**config.mk**
```make
export PLATFORM = sky130hd
export DESIGN_NAME = pi_regulator
export DESIGN_NICKNAME = d
export VERILOG_FILES = /design/src/rtl/pi_regulator.sv
export SDC_FILE = /design/constraint.sdc
export NUM_CORES = 2
export LEC_CHECK = 0
export ABC_AREA = 1
export CAP_MARGIN = 30
export CORE_AREA = 2 2 330 332
export DETAILED_ROUTE_END_ITERATION = 12
export DIE_AREA = 0 0 332 334
export DONT_BUFFER_PORTS = 1
export GPL_TIMING_DRIVEN = 1
export PLACE_DENSITY = 0.59
export SLEW_MARGIN = 20
export SYNTH_ARGS = -nofsm -noshare
export SYNTH_HDL_FRONTEND = slang
export SYNTH_SLANG_ARGS = --single-unit
```
**constraint.sdc**
```tcl
create_clock -name clk -period 105.9 [get_ports clk]
set_input_delay 5.295 -clock clk [delete_from_list [all_inputs] [get_ports clk]]
set_output_delay 5.295 -clock clk [all_outputs]
set_load 0.03 [all_outputs]
```
**src/rtl/pi_regulator.sv**
```systemverilog
`timescale 1ns/1ps
module pi_regulator #(
  parameter int DW     = 10,
  parameter int GW     = 16,
  parameter int AW     = 4,
  parameter int ACC_W  = 32,
  parameter int PSHIFT = 8,
  parameter int KP_RST = 100
) (
  input  logic          clk,
  input  logic          rst_n,
  input  logic          cfg_we,
  input  logic [AW-1:0] cfg_addr,
  input  logic [GW-1:0] cfg_wdata,
  input  logic          smp_vld,
  input  logic [DW-1:0] smp_data,
  input  logic          cmp_trip,
  output logic [DW-1:0] out_code,
  output logic          out_valid
);
  localparam int EW  = DW + 1;
  localparam int PW  = EW + GW + 1;
  localparam int MW  = (ACC_W > PW) ? ACC_W : PW;
  localparam int ID  = ((ACC_W > GW) ? ACC_W : GW) + 1;
  localparam int SW  = MW + 3;
  localparam logic [DW-1:0] SP_RST = {1'b1, {(DW-1){1'b0}}};
  localparam logic [DW-1:0] CM_RST = {2'b10, {(DW-2){1'b1}}};
  localparam logic signed [ACC_W-1:0] A_HI = {1'b0, {(ACC_W-1){1'b1}}};
  localparam logic signed [ACC_W-1:0] A_LO = {1'b1, {(ACC_W-1){1'b0}}};

  logic          run_q, pol_q;
  logic [DW-1:0] sp_q, cm_q, hi_q, lo_q, safe_q;
  logic [GW-1:0] kp_q, ki_q;

  always_ff @(posedge clk) begin
    if (!rst_n) begin
      run_q <= 1'b0;  pol_q <= 1'b0;
      sp_q  <= SP_RST; cm_q <= CM_RST;
      kp_q  <= GW'(KP_RST); ki_q <= '0;
      hi_q  <= '1;    lo_q <= '0;  safe_q <= '0;
    end else if (cfg_we) begin
      case (cfg_addr)
        AW'(0): run_q <= cfg_wdata[0];
        AW'(1): sp_q  <= cfg_wdata[DW-1:0];
        AW'(2): cm_q  <= cfg_wdata[DW-1:0];
        default:
          if (!run_q) begin
            case (cfg_addr)
              AW'(3): kp_q   <= cfg_wdata;
              AW'(4): ki_q   <= cfg_wdata;
              AW'(5): hi_q   <= cfg_wdata[DW-1:0];
              AW'(6): lo_q   <= cfg_wdata[DW-1:0];
              AW'(7): safe_q <= cfg_wdata[DW-1:0];
              AW'(8): pol_q  <= cfg_wdata[0];
              default: ;
            endcase
          end
      endcase
    end
  end

  // stage 1: signed error and fault capture
  logic signed [EW-1:0] e_raw, e_q;
  logic                 s1_vld, s1_trip;
  assign e_raw = $signed({1'b0, sp_q}) - $signed({1'b0, smp_data});

  always_ff @(posedge clk) begin
    if (!rst_n) begin
      s1_vld <= 1'b0; s1_trip <= 1'b0; e_q <= '0;
    end else begin
      s1_vld <= run_q & smp_vld;
      if (smp_vld) begin
        e_q     <= pol_q ? -e_raw : e_raw;
        s1_trip <= cmp_trip;
      end
    end
  end

  // stage 2 datapath
  logic signed [PW-1:0]    err_x, kp_x, prod, p_term;
  logic signed [ACC_W:0]   acc_wide;
  logic signed [ACC_W-1:0] acc_q, acc_nx;
  logic signed [ID-1:0]    num, den, quo;
  logic [GW-1:0]           ki_safe;
  logic signed [SW-1:0]    i_ext, p_ext, cm_ext, hi_ext, lo_ext, sum, v1;
  logic                    over, under;
  logic [DW-1:0]           lim;

  assign err_x  = {{(PW-EW){e_q[EW-1]}}, e_q};
  assign kp_x   = {{(PW-GW){1'b0}}, kp_q};
  assign prod   = err_x * kp_x;
  assign p_term = prod >>> PSHIFT;

  assign acc_wide = {acc_q[ACC_W-1], acc_q} + {{(ACC_W+1-EW){e_q[EW-1]}}, e_q};
  assign acc_nx   = (acc_wide[ACC_W] == acc_wide[ACC_W-1]) ? acc_wide[ACC_W-1:0]
                  : (acc_wide[ACC_W] ? A_LO : A_HI);

  assign ki_safe = (ki_q == '0) ? GW'(1) : ki_q;
  assign num     = {{(ID-ACC_W){acc_nx[ACC_W-1]}}, acc_nx};
  assign den     = {{(ID-GW){1'b0}}, ki_safe};
  assign quo     = num / den;

  assign i_ext  = (ki_q == '0) ? '0 : {{(SW-ID){quo[ID-1]}}, quo};
  assign p_ext  = {{(SW-PW){p_term[PW-1]}}, p_term};
  assign cm_ext = {{(SW-DW){1'b0}}, cm_q};
  assign hi_ext = {{(SW-DW){1'b0}}, hi_q};
  assign lo_ext = {{(SW-DW){1'b0}}, lo_q};
  assign sum    = cm_ext + p_ext + i_ext;
  assign over   = sum > hi_ext;
  assign v1     = over ? hi_ext : sum;
  assign under  = v1 < lo_ext;
  assign lim    = under ? lo_q : v1[DW-1:0];

  always_ff @(posedge clk) begin
    if (!rst_n) begin
      out_code <= '0; out_valid <= 1'b0; acc_q <= '0;
    end else begin
      out_valid <= s1_vld & run_q;
      if (!run_q) begin
        acc_q <= '0;
      end else if (s1_vld) begin
        out_code <= s1_trip ? safe_q : lim;
        if (!s1_trip && !over && !under) acc_q <= acc_nx;
      end
    end
  end

  assert_valid_pipe_R3: assert property (@(posedge clk) disable iff (!rst_n)
    out_valid |-> $past(s1_vld));
  assert_stage1_src_R3: assert property (@(posedge clk) disable iff (!rst_n)
    s1_vld |-> $past(smp_vld));
  assert_window_R6: assert property (@(posedge clk) disable iff (!rst_n)
    (out_valid && !$past(s1_trip) && hi_q >= lo_q) |-> (out_code <= hi_q && out_code >= lo_q));
  assert_floor_R6: assert property (@(posedge clk) disable iff (!rst_n)
    (out_valid && !$past(s1_trip)) |-> out_code >= lo_q);
  assert_trip_hold_R7: assert property (@(posedge clk) disable iff (!rst_n)
    (out_valid && $past(s1_trip)) |-> acc_q == $past(acc_q));
  assert_safe_code_R8: assert property (@(posedge clk) disable iff (!rst_n)
    (out_valid && $past(s1_trip)) |-> out_code == safe_q);
  assert_stop_clear_R10: assert property (@(posedge clk) disable iff (!rst_n)
    !run_q |=> (acc_q == '0 && !out_valid));
endmodule

```
# After elaboration in Yosys (flattened, before gate mapping)
# Cells that the tools add are included.
[word_totals]
register_bits = 140
latch_bits = 0
ramBits = 0
mem_bits_ro = 0
input_bits = 35
output_inout_bits = 11
elab_cells = 65
mem_count = 0
[op_classes]
n_addsub = 5
n_mul = 1
n_div = 1
magnitude_cmp = 2
n_eq_ne = 9
shift = 0
muxes = 8
n_bitwise = 4
n_reduce_logical = 20
[ops]
columns = ["operator", "count"]
rows = [
  ["$mux 35", 2],
  ["$mux 32", 2],
  ["$add 21x35->35", 1],
  ["$gt 35x11->1", 1],
  ["$lt 35x11->1", 1],
  ["$add 32x11->33", 1],
  ["$div 33x17->33", 1],
  ["$mul 11x17->28", 1],
  ["$reduce_and 4->1", 6],
  ["$add 11x20->21", 1],
  ["$mux 10", 2],
  ["$eq 4x3->1 const B", 4],
  ["$logic_not 16->1", 1],
  ["$mux 16", 1],
  ["$reduce_and 2->1", 6],
  ["$mux 11", 1],
  ["$neg 11->11", 1],
  ["$sub 10x10->11", 1],
  ["$eq 4x2->1 const B", 2],
  ["$eq 4x1->1 const B", 1],
  ["$eq 4x4->1 const B", 1],
  ["$logic_not 4->1", 1],
  ["$logic_not 1->1", 3],
  ["$reduce_or 3->1", 1],
  ["4 further kinds", 7],
]

# Longest topological paths before layout
[depth]
depth_word = 12
mapped_depth = 751

# Worst setup path before layout
# OpenSTA, ideal clock, no wires.
[synth_path]
path_kind = "reg2reg"
start = "register e_q[10]"
end = "register acc_q[17]"
setup_ns = 0.086
t_arrival_ns = 98.518
required_ns = 105.814
setup_slack_ns = 7.296
stages_incl_launch_ff = 718
period_less_slack_ns = 98.604
path_cell_list = "dfxtp_1 -> ha_1 -> a21oi_1 -> o21ai_0 -> a21oi_1 -> nor2_1 -> nor2_1 -> nand2_1 -> nand4_1 -> nand2_1 -> xor2_1 -> inv_1 -> ha_1 -> nand3_4 -> clkbuf_8 -> buf_4 -> nand2_1 -> inv_2 -> [... 682 more ...] -> nand2_1 -> xor2_1 -> nor3_1 -> nand4_1 -> nand2_1 -> clkbuf_1 -> clkbuf_1 -> o21ai_0 -> ha_1 -> nand4_1 -> nor4_1 -> nand3_1 -> nand3_1 -> nand2_1 -> nor4_1 -> clkbuf_1 -> nor2_1 -> a211oi_1"
[synth_via]
elab_chain_len = 12
elab_cells_between_ends = 17
cone_classes = "add/sub (3); mul (1); div (1); order compare (2); eq/ne (1); mux (4); reduce/logical (5)"
[synth_rtl]
columns = ["element", "line_no", "text"]
rows = [
  ["start, declared", "63", "logic signed [EW-1:0] e_raw, e_q;"],
  ["start signal, assigned", "73", "e_q <= pol_q ? -e_raw : e_raw;"],
  ["$add 32x11->33", "94", "assign acc_wide = {acc_q[ACC_W-1], acc_q} + {{(ACC_W+1-EW){e_q[EW-1]}}, e_q};"],
  ["$mux 32 / $eq 1x1->1 (equally long branches)", "96, 95", ""],
  ["$mux 32", "95", "assign acc_nx = (acc_wide[ACC_W] == acc_wide[ACC_W-1]) ? acc_wide[ACC_W-1:0]"],
  ["$div 33x17->33", "101", "assign quo = num / den;"],
  ["$mux 35", "103", "assign i_ext = (ki_q == '0) ? '0 : {{(SW-ID){quo[ID-1]}}, quo};"],
  ["$add 21x35->35", "108", "assign sum = cm_ext + p_ext + i_ext;"],
  ["$gt 35x11->1", "109", "assign over = sum > hi_ext;"],
  ["$mux 35", "110", "assign v1 = over ? hi_ext : sum;"],
  ["$lt 35x11->1", "111", "assign under = v1 < lo_ext;"],
  ["$logic_not 1->1", "123", "if (!s1_trip && !over && !under) acc_q <= acc_nx;"],
  ["$logic_and 1x1->1", "123", ""],
  ["$reduce_and 2->1 (no line)", "--", ""],
  ["end signal, assigned", "123", ""],
  ["end, declared", "82", "logic signed [ACC_W-1:0] acc_q, acc_nx;"],
]
# Several ways; a longest one is shown, not always the timed one.
# A chain may end at the register's enable or synchronous reset.

# Worst setup path after layout
[layout_path]
start = "register e_q[0]"
end = "register acc_q[8]"
# Same word-level chain as after synthesis.

==> reports/qor.yml <==
timing:
  tightest_slew_ns: 0.8657
  min_period_over_period_pct: 90.54
  report.final.slew_viol_count: 0
  finalSetupViolCount: 0
  fin_crit_ns: 95.88
  fmax_mhz: 10.43
  slew_headroom_pct: 42.21
  clock_skew_ns: 0.01419
  hold_viol: 0
layout:
  final_nets: 7682
  multi_input_area_sq_um: 35210
  final_layout_size_suffix_gt1_share_pct: 9.071
  syn2layout_area_growth_pct: 7.294
  regArea_sq_um: 2826
  fin_area_sq_um: 45810
  stdcell_count: 8328
  fillerInstances: 11616
floorplan:
  rows: 121
  floorplan.initialDensity_pct: 39.61
  core_sq_um: 107800
  die_y_um: 334
  die_w_um: 332
  dieArea_sq_um: 110900
  io_pins: 46
logic_synthesis:
  synth_area_per_cell_sq_um: 6.162
  syn_nets: 7712
  yosys-top-cells-area: "ha_1 18%, nand2_1 14%, inv_1 9.6%"
  syn_inst: 6929
  synthDominantCellAreaShare_pct: 17.90
  synth-edff-count: 0
  synth_cell_type_count: 78
  async_flop_share_pct: 0
  yosys_warnings: 0
  synth_seq_area_share_pct: 6.564
  synth-main-ff-cell: "dfxtp_1"
  synth_area_sq_um: 42700
  ys_ff_latch: 140
  netlist.top_cell.by_area: "ha_1"
critical_path:
  required_ns: 106.19
  critPathKind: "reg2reg"
  critPathLaunchType: "flop"
  cp_data_arrival_time_ns: 96.17
  critical_path.endpoint_type: "flop"
  cp_common_cell: "inv_1"
  critPathMaxStageDelay_ns: 0.49
  crit_fanout: 32
  cp_slowest_cell: "fa_1"
  r2r_cells: 683
clocking:
  clk_latency_ns: 0.46
  cts_root_buffer: "clkbuf_16"
  ctsHoldBuffers: 0
  cts_made_buffers: 17
  cts_tree: "done"
  clkTransAtPathRegs_ns: 0.07
  clock_path_buffers: 2
  h-tree-depth: 4
  clkSinkCount: 140
global_routing:
  grt_pass1_wl_mm: 221.8
  grt_pass1_vias: 40994
  antenna_found_initial: 1
  grt_start_max_net_pins: 95
  grt_overflow: 0
  grt_use_total_pct: 24.62
outcome:
  status: "complete, no violations"
detailed_routing:
  via_per_inst: 5.284
  wl_per_cell_um: 16.93
  drc: 0
  wirelength_mm: 141.0
  first_pass_iters: 6
  drt_iter0_drc: 3233
  vias: 44003
  ant_nets: 0
placed_design:
  port-buffer-count: 0
  gp_congestion: 0.9661
  dp_cells: 8227
  hpwlAfterDp_mm: 111.4
  dpl_cell_area_sq_um: 44020
run:
  drv_cap: 0
hold_path:
  hold_path.class: "reg2reg"
  min_path_cells: 2
[state kept, by name, indices dropped and copies added (netlist names)]
signal / flops
lo_q: 10
ki_q: 16
s1_vld: 1
out_valid: 1
kp_q: 16
cm_q: 10
pol_q: 1
hi_q: 10
sp_q: 10
out_code: 10
safe_q: 10
s1_trip: 1
acc_q: 32
run_q: 1
e_q: 11
[layer usage]
metal,vias up,routed length [um],track usage (%)
met3,167,7712,2.401
met1,20184,66060,34.01
li1,22503,-,-
met5,-,0,0
met2,1149,64420,41.45
met4,0,2821,5.000
[worst max-delay path, delay by kind of cell (launching register included)]
family,cells,cell delay (ns)
buffers and inverters,149,13.82
AOI/OAI and AO/OA,252,42.47
adders and majority gates,41,12.34
xor gates and xnor gates,1,0.14
DFF,1,0.35
and+or+nand+nor,240,26.38
[stage by stage]
stage / worst slack (ns) / hold slack (ns) / TNS (ns) / util [%]
CTS: 0.1637 / 0.4534 / 0 / 41.42
global route: -0.4996 / 0.4894 / -17.04 / 42.50
floorplan: 7.296 / 0.4297 / 0 / -
global placement: 1.237 / 0.4397 / 0 / 40.81
finish: 10.02 / 0.4538 / 0 / 42.50
detailed placement: -1.294 / 0.4432 / -39.19 / 40.84
[area by class of cell]
class                      instances  area share [%]
clock buffer                      17          0.9286
tap                             1414           3.862
inverter                        1168           9.777
antenna                            2         0.01092
timing repair inverter             5         0.07374
clock inverter                    15          0.3414
timing repair buffer             112           1.980
sequential                       140           6.170
multi-input combinational       5455           76.86
[repair_timing]
action,4_1_cts,5_1_grt
setup endpoints to repair,42,42
gates cloned,2,14
gates resized for setup,14,190
buffers inserted,0,51
pin swaps,2,17
[path summary, 6_finish.rpt]
kind              from        end  slack (ns)
max             e_q[0]   acc_q[8]       10.02
min          safe_q[9]  safe_q[9]        0.45
max reg2reg     e_q[0]   acc_q[8]       10.02
min reg2reg  safe_q[9]  safe_q[9]        0.45
[cell families (layout without fill, tap and decap cells)]
logic type / Yosys count / in the layout / share of synthesized area [%]
mux: 1 / 1 / 0.02344
other cells: 1 / 3 / 0.008783
simple gates: 2993 / 3003 / 31.91
compound gates: 1308 / 1308 / 16.57
flops: 140 / 140 / 6.564
xor+xnor: 394 / 394 / 8.082
fa+ha+maj: 748 / 748 / 24.33
buf+inv: 1344 / 1317 / 12.52
[synthesized netlist by cell type, types with 25 or more instances]
cell type / count
o21ai_0: 525
xor2_1: 276
nand2_2: 81
dfxtp_1: 140
fa_1: 137
a21oi_1: 543
or2_2: 51
clkbuf_1: 130
xnor2_1: 118
o21bai_1: 41
nand2_1: 1575
ha_1: 611
inv_1: 1091
nand3_1: 364
clkinv_1: 25
nor2_1: 516
nand4_1: 111
nand3b_1: 29
inv_2: 47
a21o_1: 32
nor2_2: 28
o21ai_1: 47
nand3_2: 53
nor3_1: 75
[layout by cell type (no fill, tap or decap), drive strengths merged, types with 3 or more instances in the layout]
cell	n
nor4	20
nor3	80
clkbuf	18
o21ai	576
inv	1143
o221ai	10
o211ai	13
a211oi	16
or3	4
o31ai	20
a221oi	4
and2	6
dfxtp	140
o21bai	41
nand3	432
a31oi	22
xor2	276
and3	3
fa	137
or2	58
a21oi	545
clkinv	30
nor2	572
o2111ai	5
o21a	6
ha	611
buf	111
a21boi	4
xnor2	118
nand4	117
a21o	32
nand2	1678
nand3b	29
clkinvlp	13
Power is not shown: default switching activity piles up to over one toggle a cycle in this logic, so the estimate is an artifact.
